===== config.mk =====
export PLATFORM = sky130hd
export DESIGN_NAME = eeprom_page_writer
export DESIGN_NICKNAME = d
export VERILOG_FILES = /design/src/rtl/eepw_pkg.sv /design/src/rtl/eepw_page_buf.sv /design/src/rtl/eepw_prog_timer.sv /design/src/rtl/eepw_array.sv /design/src/rtl/eeprom_page_writer.sv
export SDC_FILE = /design/constraint.sdc
export NUM_CORES = 2
export LEC_CHECK = 0
export BUFFER_PORTS_ARGS = -buffer_cell sky130_fd_sc_hd__buf_2
export CAP_MARGIN = 20
export CELL_PAD_IN_SITES_DETAIL_PLACEMENT = 0
export CELL_PAD_IN_SITES_GLOBAL_PLACEMENT = 1
export CORE_ASPECT_RATIO = 0.6
export CORE_MARGIN = 2
export CORE_UTILIZATION = 40
export DETAILED_ROUTE_END_ITERATION = 6
export MAX_ROUTING_LAYER = met4
export PLACE_DENSITY = 0.68
export SYNTH_ARGS = -nofsm -noshare
export SYNTH_HDL_FRONTEND = slang
export SYNTH_HIERARCHICAL = 1
export SYNTH_SLANG_ARGS = --single-unit

===== constraint.sdc =====
create_clock -name clk -period 8.7 [get_ports clk]
set_clock_uncertainty 0.1 [all_clocks]
set_input_delay 1.74 -clock clk [delete_from_list [all_inputs] [get_ports clk]]
set_output_delay 1.74 -clock clk [all_outputs]
set_load 0.01 [all_outputs]

===== src/rtl/eepw_pkg.sv =====
package eepw_pkg;

  typedef enum logic [1:0] {
    ST_IDLE = 2'd0,
    ST_FILL = 2'd1,
    ST_PROG = 2'd2
  } eepw_state_t;

endpackage


===== src/rtl/eepw_page_buf.sv =====
// Staging buffer for one page: byte slots, received mask, wrapping slot pointer.
module eepw_page_buf #(
  parameter int DATA_W = 8,
  parameter int SLOT_W = 4
) (
  input  logic                     clk,
  input  logic                     rst_n,
  input  logic                     clear,
  input  logic [SLOT_W-1:0]        first_slot,
  input  logic                     wr_en,
  input  logic [DATA_W-1:0]        wr_byte,
  input  logic [SLOT_W-1:0]        rd_slot,
  output logic [DATA_W-1:0]        rd_byte,
  output logic [(1<<SLOT_W)-1:0]   mask,
  output logic [SLOT_W-1:0]        last_slot
);

  localparam int NSLOT = 1 << SLOT_W;

  logic [NSLOT-1:0][DATA_W-1:0] slot_q;
  logic [NSLOT-1:0]             mask_q;
  logic [NSLOT-1:0]             hit;
  logic [SLOT_W-1:0]            ptr_q;
  logic [SLOT_W-1:0]            last_q;

  // One decoded write strobe per slot.
  for (genvar i = 0; i < NSLOT; i++) begin : g_hit
    assign hit[i] = wr_en && (ptr_q == SLOT_W'(i));
  end

  always_ff @(posedge clk) begin
    for (int i = 0; i < NSLOT; i++) begin
      if (hit[i]) slot_q[i] <= wr_byte;
    end
  end

  always_ff @(posedge clk) begin
    if (!rst_n) begin
      mask_q <= '0;
      ptr_q  <= '0;
      last_q <= '0;
    end else if (clear) begin
      mask_q <= '0;
      ptr_q  <= first_slot;
      last_q <= first_slot;
    end else if (wr_en) begin
      mask_q <= mask_q | hit;
      last_q <= ptr_q;
      ptr_q  <= ptr_q + SLOT_W'(1);  // wraps inside the page
    end
  end

  assign rd_byte   = slot_q[rd_slot];
  assign mask      = mask_q;
  assign last_slot = last_q;

endmodule


===== src/rtl/eepw_prog_timer.sv =====
// Self-timed programming window of a fixed number of cycles.
module eepw_prog_timer #(
  parameter int CYCLES = 1200000,
  localparam int CW    = $clog2(CYCLES + 1)
) (
  input  logic          clk,
  input  logic          rst_n,
  input  logic          kick,
  output logic          busy,
  output logic [CW-1:0] count,
  output logic          done
);

  logic          busy_q;
  logic [CW-1:0] cnt_q;

  assign done = busy_q && (cnt_q == CW'(CYCLES - 1));

  always_ff @(posedge clk) begin
    if (!rst_n) begin
      busy_q <= 1'b0;
      cnt_q  <= '0;
    end else if (!busy_q) begin
      if (kick) begin
        busy_q <= 1'b1;
        cnt_q  <= '0;
      end
    end else if (done) begin
      busy_q <= 1'b0;
      cnt_q  <= '0;
    end else begin
      cnt_q <= cnt_q + CW'(1);
    end
  end

  assign busy  = busy_q;
  assign count = cnt_q;

endmodule


===== src/rtl/eepw_array.sv =====
// Byte array: one write port, one registered read port.
module eepw_array #(
  parameter int ADDR_W = 9,
  parameter int DATA_W = 8
) (
  input  logic              clk,
  input  logic              we,
  input  logic [ADDR_W-1:0] waddr,
  input  logic [DATA_W-1:0] wdata,
  input  logic              re,
  input  logic [ADDR_W-1:0] raddr,
  output logic [DATA_W-1:0] rdata
);

  localparam int DEPTH = 1 << ADDR_W;

  logic [DATA_W-1:0] mem [DEPTH];

  always_ff @(posedge clk) begin
    if (we) mem[waddr] <= wdata;
    if (re) rdata <= mem[raddr];
  end

endmodule


===== src/rtl/eeprom_page_writer.sv =====
module eeprom_page_writer
  import eepw_pkg::*;
#(
  parameter int ADDR_W    = 9,
  parameter int DATA_W    = 8,
  parameter int PAGE_W    = 4,
  parameter int WR_CYCLES = 1200000   // must exceed 1 << PAGE_W
) (
  input  logic              clk,
  input  logic              rst_n,
  input  logic              txn_start,
  input  logic [ADDR_W-1:0] txn_addr,
  input  logic              wr_valid,
  output logic              wr_ready,
  input  logic [DATA_W-1:0] wr_data,
  output logic              ack_valid,
  output logic              ack_ok,
  input  logic              txn_stop,
  input  logic              stop_partial,
  input  logic              write_lock,
  output logic              busy,
  output logic [ADDR_W-1:0] addr_ptr,
  input  logic              rd_en,
  input  logic [ADDR_W-1:0] rd_addr,
  output logic [DATA_W-1:0] rd_data
);

  localparam int PAGE_BYTES = 1 << PAGE_W;
  localparam int BLK_W      = ADDR_W - PAGE_W;
  localparam int CW         = $clog2(WR_CYCLES + 1);

  eepw_state_t state_q;
  logic [BLK_W-1:0]      page_q;
  logic                  refused_q;
  logic                  ack_v_q, ack_ok_q;
  logic [ADDR_W-1:0]     ptr_q;

  logic                  open_new, take, locked, store, commit;
  logic                  prog_busy, prog_done;
  logic [CW-1:0]         prog_cnt;
  logic [PAGE_W-1:0]     copy_slot, last_slot;
  logic [PAGE_BYTES-1:0] rx_mask;
  logic [DATA_W-1:0]     copy_byte;
  logic                  arr_we;

  // Transaction control.
  assign open_new = txn_start && (state_q != ST_PROG);
  assign wr_ready = (state_q == ST_FILL) && !txn_start && !txn_stop;
  assign take     = wr_valid && wr_ready;
  assign locked   = write_lock && page_q[BLK_W-1];
  assign store    = take && !locked;
  assign commit   = (state_q == ST_FILL) && txn_stop && !txn_start &&
                    !stop_partial && (|rx_mask) && !refused_q;

  always_ff @(posedge clk) begin
    if (!rst_n) begin
      state_q   <= ST_IDLE;
      page_q    <= '0;
      refused_q <= 1'b0;
    end else begin
      unique case (state_q)
        ST_IDLE: begin
          if (open_new) begin
            state_q   <= ST_FILL;
            page_q    <= txn_addr[ADDR_W-1:PAGE_W];
            refused_q <= 1'b0;
          end
        end
        ST_FILL: begin
          if (open_new) begin
            page_q    <= txn_addr[ADDR_W-1:PAGE_W];
            refused_q <= 1'b0;
          end else if (txn_stop) begin
            state_q <= commit ? ST_PROG : ST_IDLE;
          end else if (take && locked) begin
            refused_q <= 1'b1;
          end
        end
        ST_PROG: begin
          if (prog_done) state_q <= ST_IDLE;
        end
        default: state_q <= ST_IDLE;
      endcase
    end
  end

  // Per-byte verdict, one cycle after the transfer.
  always_ff @(posedge clk) begin
    if (!rst_n) begin
      ack_v_q  <= 1'b0;
      ack_ok_q <= 1'b0;
    end else begin
      ack_v_q  <= take;
      ack_ok_q <= store;
    end
  end

  assign ack_valid = ack_v_q;
  assign ack_ok    = ack_ok_q;

  eepw_page_buf #(
    .DATA_W (DATA_W),
    .SLOT_W (PAGE_W)
  ) u_buf (
    .clk        (clk),
    .rst_n      (rst_n),
    .clear      (open_new),
    .first_slot (txn_addr[PAGE_W-1:0]),
    .wr_en      (store),
    .wr_byte    (wr_data),
    .rd_slot    (copy_slot),
    .rd_byte    (copy_byte),
    .mask       (rx_mask),
    .last_slot  (last_slot)
  );

  eepw_prog_timer #(
    .CYCLES (WR_CYCLES)
  ) u_timer (
    .clk   (clk),
    .rst_n (rst_n),
    .kick  (commit),
    .busy  (prog_busy),
    .count (prog_cnt),
    .done  (prog_done)
  );

  // Copy masked slots into the array during the first page-size cycles.
  assign copy_slot = prog_cnt[PAGE_W-1:0];
  assign arr_we    = prog_busy && (prog_cnt < CW'(PAGE_BYTES)) && rx_mask[copy_slot];

  eepw_array #(
    .ADDR_W (ADDR_W),
    .DATA_W (DATA_W)
  ) u_array (
    .clk   (clk),
    .we    (arr_we),
    .waddr ({page_q, copy_slot}),
    .wdata (copy_byte),
    .re    (rd_en),
    .raddr (rd_addr),
    .rdata (rd_data)
  );

  // Shared address counter, moved once the cycle completes.
  always_ff @(posedge clk) begin
    if (!rst_n)         ptr_q <= '0;
    else if (prog_done) ptr_q <= {page_q, last_slot + PAGE_W'(1)};
  end

  assign addr_ptr = ptr_q;
  assign busy     = prog_busy;

endmodule


Word-level counts from Yosys, hierarchy flattened
Memory sizes are Yosys's and may differ from the RTL's. A register that Yosys moved wholly into a read port is not among the register bits. Index checks and enable logic that the tools add are counted.

Register bits after elaboration: 193. RAM bits: 4096. Output and inout bits: 21. Logic and storage cells: 134. Memories kept: 1.

Memories: u_array.mem (words 512, width 8, rd ports 1, clocked after memory_dff 1, write ports 1, RTL line eepw_array.sv:17) `logic [DATA_W-1:0] mem [DEPTH];`.

$add $sub $neg: 3. $lt $le $gt $ge: 2. Eq/ne operators: 25. Muxes and demuxes: 27. Bitwise operators: 2. Reductions and logical operators: 47.

Operators by type and width (number): two-way mux 21 bit (3); binary-select mux 8 bit (select 4 bit) (1); == test 4 bit (second input constant) (8); logical AND 1 bit (31); adder 21 x 1 -> 21 bit (second input constant) (1); == test 21 bit (second input constant) (1); less-than comparator 21 x 5 -> 1 bit (second input constant) (1); == test 4 x 3 -> 1 bit (second input constant) (4); two-way mux 4 bit (4); bitwise OR 16 bit (1); OR reduction 16 bit (1); two-way mux 1 bit (10); two-way mux 2 bit (5); != test 2 bit (second input constant) (5); adder 4 x 1 -> 4 bit (second input constant) (2); == test 4 x 2 -> 1 bit (second input constant) (2); two-way mux 8 bit (1); AND reduction 4 bit (2); one-hot mux 2 bit (3 select lines) (1); nonzero test 2 bit (3); zero test 1 bit (5); less-than comparator 4 x 5 -> 1 bit (second input constant) (1); binary-select mux 1 bit (select 4 bit) (1); == test 4 x 1 -> 1 bit (second input constant) (1); other kinds (10) (11).

Longest topological paths before layout
Word-level depth: 10. Mapped depth: 12. Gate-level depth less buffers: 8.

By module
The synthesis kept the hierarchy.

By module, submodules not included: eepw_array (times used 1, cells an instance 8030, area each 160007.2 um2, seq. area each 123238.2 um2); eepw_page_buf (times used 1, cells an instance 311, area each 5870.6 um2, seq. area each 4324.1 um2); eepw_prog_timer (times used 1, cells an instance 139, area each 1191.1 um2, seq. area each 440.4 um2); eeprom_page_writer (times used 1, cells an instance 99, area each 1009.7 um2, seq. area each 380.4 um2).

Worst setup path after synthesis
Ideal clock, no wire load.

Kind: register -> register. From: register u_timer.cnt_q[0] (netlist: u_timer/count[0]). To: memory u_array.mem[0][6] (data pin). Setup time: 1.446 ns. Arrival time: 7.362 ns. Data required time: 7.154 ns. Setup slack: -0.208 ns. Cell stages (with the launch flop): 6. Period minus slack after synthesis: 8.908 ns. Path through: dfxtp_1 buf_6 buf_4 mux4_2 a22oi_1 nand2_1.

Cells in the longest elaborated chain, start to end: 2.

RTL lines: start, declared (RTL line eepw_prog_timer.sv:15) `logic [CW-1:0] cnt_q;`; start signal, assigned (RTL line eepw_prog_timer.sv:32) `cnt_q <= cnt_q + CW'(1);`; binary-select mux 8 bit (select 4 bit) (RTL line eepw_page_buf.sv:53) `assign rd_byte = slot_q[rd_slot];`; two-way mux 8 bit (not written as such) (RTL line eepw_page_buf.sv:53); named net copy_byte[6] (RTL line eeprom_page_writer.sv:43) `logic [DATA_W-1:0] copy_byte;`; end, declared (RTL line eepw_array.sv:17).

The timed path passes the listed nets, and every way through them passes these cells. The select of a mux whose other input is x is not followed.

==> run_results.csv <==
group,metric,value,unit
clocking,cts_tree,"yes",
clocking,clk_latency,0.93,ns
synth,syn_nets,8619,
clocking,numCtsBuffers,367,
worst_setup_path,critPathLaunchType,"input pin",
worst_setup_path,crit_family,"simple AND/OR/NAND/NOR gates",
global_routing,grt_pass1_vias,83700,
worst_setup_path,crit_path_end_kind,"flip-flop",
detailed_routing,wirelength,463,mm
place,port-buffer-count,54,
min_path,min_to,"addr_ptr[2]",
sta,slew_violations,97,
power,vdd_drop_max,0.187,mV
place,place_hpwl,283,mm
die,core_area,419000,um^2
global_routing,grt_max_degree,232,
clocking,cts_buffer_depth,4,
worst_setup_path,cp_max_fo,71,
die,start_util,0.402,
layout,syn_to_final_growth,10.7,%
place,place_ws,1.96,ns
layout,fillers,35200,
clocking,clock-sinks,4297,
worst_setup_path,critPathArrivalTime,6.65,ns
detailed_routing,avgViaCountPerCell,6.07,
layout,finalNetCount,8692,
sta,finalSetupTns,0,ns
sta,fin_crit_sh,0.684,
sta,tightest_slew,1.60,ns
worst_setup_path,path_class,"input pin to flip-flop",
detailed_routing,drt_iter0_drc,12800,
power,total_power,0.0402,W
place,place_congestion,0.896,
die,die_area,426000,um^2
synth,synth_cells,8579,
clocking,ctsHtreeMaxLevel,5,
worst_setup_path,rrSetupSlack,3.36,ns
sta,max_slew_margin,-0.0695,
synth,avgSynthCellArea,19.6,um^2
layout,final-seq-area,128000,um^2
global_routing,track_usage,0.218,
layout,multi_input_area,36900,um^2
worst_setup_path,crit_chain,"buf_12, buf_12, buf_4, mux2i_1, o221ai_1, a21oi_1, nor4_1, nand4_1, nor4_1, buf_4, o2111a_1",
synth,synth_area_leaders,"edfxtp_1 76%, mux4_2 9.0%, mux2i_1 4.9%",
min_path,hold_path.startpoint,"addr_ptr[2]",
die,die_w,841,um
detailed_routing,route.antenna.remaining_nets,0,
synth,ys_async_sr_fraction,0,
global_routing,grt_pass1_wl,645,mm
detailed_routing,drc,0,
detailed_routing,wire_per_inst,31.9,um
worst_setup_path,worstPathRequired,9.40,ns
job,drv_cap,0,
synth,synth-seq-cells,4297,
die,ios,55,
detailed_routing,drt_pre_antenna_iters,6,
sta,fmax,168,MHz
worst_setup_path,cpPeakStageDelay,0.94,ns
global_routing,grt_overflow,0,
power,p_leak,57.7,nW
worst_setup_path,critPathSlowestCell,"nor4_1",
worst_setup_path,r2r_end,"u_array/mem[491][6]",
sta,setup_slack,2.75,ns
power,powerDensity,216,nW/um^2
layout,final_util,0.444,
detailed_routing,dr_total_vias,88200,
global_routing,antenna_found_initial,32,
min_path,hp-class,"flip-flop to flip-flop",
outcome,violations,"slew limit",
sta,hold_viol,0,
sta,fin_crit,5.95,ns
clocking,cts_hold_buf,0,
sta,rsz0062_at_grt,"no",
die,num_rows,184,
min_path,whs_path_depth,1,
worst_setup_path,rr_worst_depth,8,
clocking,clkTransAtPathRegs,0.06,ns
clocking,cts_resized,0,
synth,synth_warnings,6,
synth,synth.distinct_cells,79,
synth,synth-edff-count,4232,
worst_setup_path,r2r_start,"u_timer/busy",
place,place_area,174000,um^2
die,die_h,506,um
synth,synth_area,168000,um^2
worst_setup_path,critical_path.n_buffers_inverters,4,
layout,fin_area,186000,um^2
synth,synth_flop_cell,"edfxtp_1",
sta,setup_viol,0,
synth,synth-seq-area-share,0.764,
layout,layout_common_cells,"4232 x edfxtp_1, 818 x mux2i_1, 672 x mux4_2",
synth,netlist.area_leader.share,0.756,
clocking,root_buffer,"clkbuf_16",
layout,drive_above_1_share,0.167,
outcome,status,"finished, violations left",
synth,yosys.area.top_type,"edfxtp_1",
clocking,postCtsSetupBuffers,0,
layout,final_common_cell,"edfxtp_1",
[final cells by class]
class | count | area share
sequential | 4297 | 0.690
timing repair buffer | 241 | 0.0122
clock buffer | 443 | 0.0521
inverter | 12 | 0.000282
tap | 5580 | 0.0375
multi-input combinational | 3733 | 0.199
clock inverter | 208 | 0.00886
antenna | 21 | 0.000282
[logic make-up after synthesis]
group / share of synthesized area
AO/OA/AOI/OAI: 0.0440
adder cells (fa/ha/maj): 0.000447
flip-flops: 0.764
multiplexers: 0.141
XOR/XNOR: 0.000730
buffers and inverters: 0.0188
AND/OR/NAND/NOR: 0.0310
[where the power goes]
part,switching (W),internal (W),total [W]
clock,0.00744,0.00862,0.0161
combinational,0.00112,0.000588,0.00171
sequential,0.0000234,0.0224,0.0225
[state kept, by name (all words and copies together), names as in the netlist, 2 cells and up]
signal	count
u_array/mem	4096
u_buf/slot_q	128
u_timer/count	21
u_buf/mask	16
addr_ptr	9
u_array/rdata	8
page_q	5
u_buf/last_slot	4
u_buf/ptr_q	4
state_q	2
[worst max path at each step]
stage	from	to	slack (ns)	depth (start not counted)
3_5_place_dp	rd_addr[0]	u_array/rdata[2]	1.96	11
2_1_floorplan	u_timer/count[0]	u_array/mem[0][0]	3.06	5
5_1_grt	rd_addr[0]	u_array/rdata[2]	2.60	11
3_3_place_gp	rd_addr[1]	u_array/rdata[3]	1.26	8
6_report	rd_addr[0]	u_array/rdata[2]	2.75	11
4_1_cts	rd_addr[0]	u_array/rdata[2]	2.93	11
[per-layer routing]
metal,routed length (um),global-route usage,share of wire
met2,187000,0.279,0.40
met4,8620,0.0398,0.019
met1,202000,0.326,0.44
met5,0,-,0
met3,65800,0.0878,0.14
[per-stage QoR]
stage / cells / hold slack (ns)
after global routing: 14500 / 0.407
after CTS: 14500 / 0.385
after global placement: 13800 / 0.358
after detailed placement: 13900 / 0.367
after floorplan: 8579 / 0.351
final: 14500 / 0.379
[Yosys cell counts (65+ instances only)]
cell type	n
a21oi_1	224
a22oi_1	78
buf_4	72
buf_6	68
clkbuf_1	274
dfxtp_1	65
edfxtp_1	4232
mux2i_1	818
mux4_2	672
nand2_1	139
nor2_1	633
nor3_1	117
o21ai_0	126
o221ai_1	371
o22ai_1	163
Power figures use the tool's default switching activity.
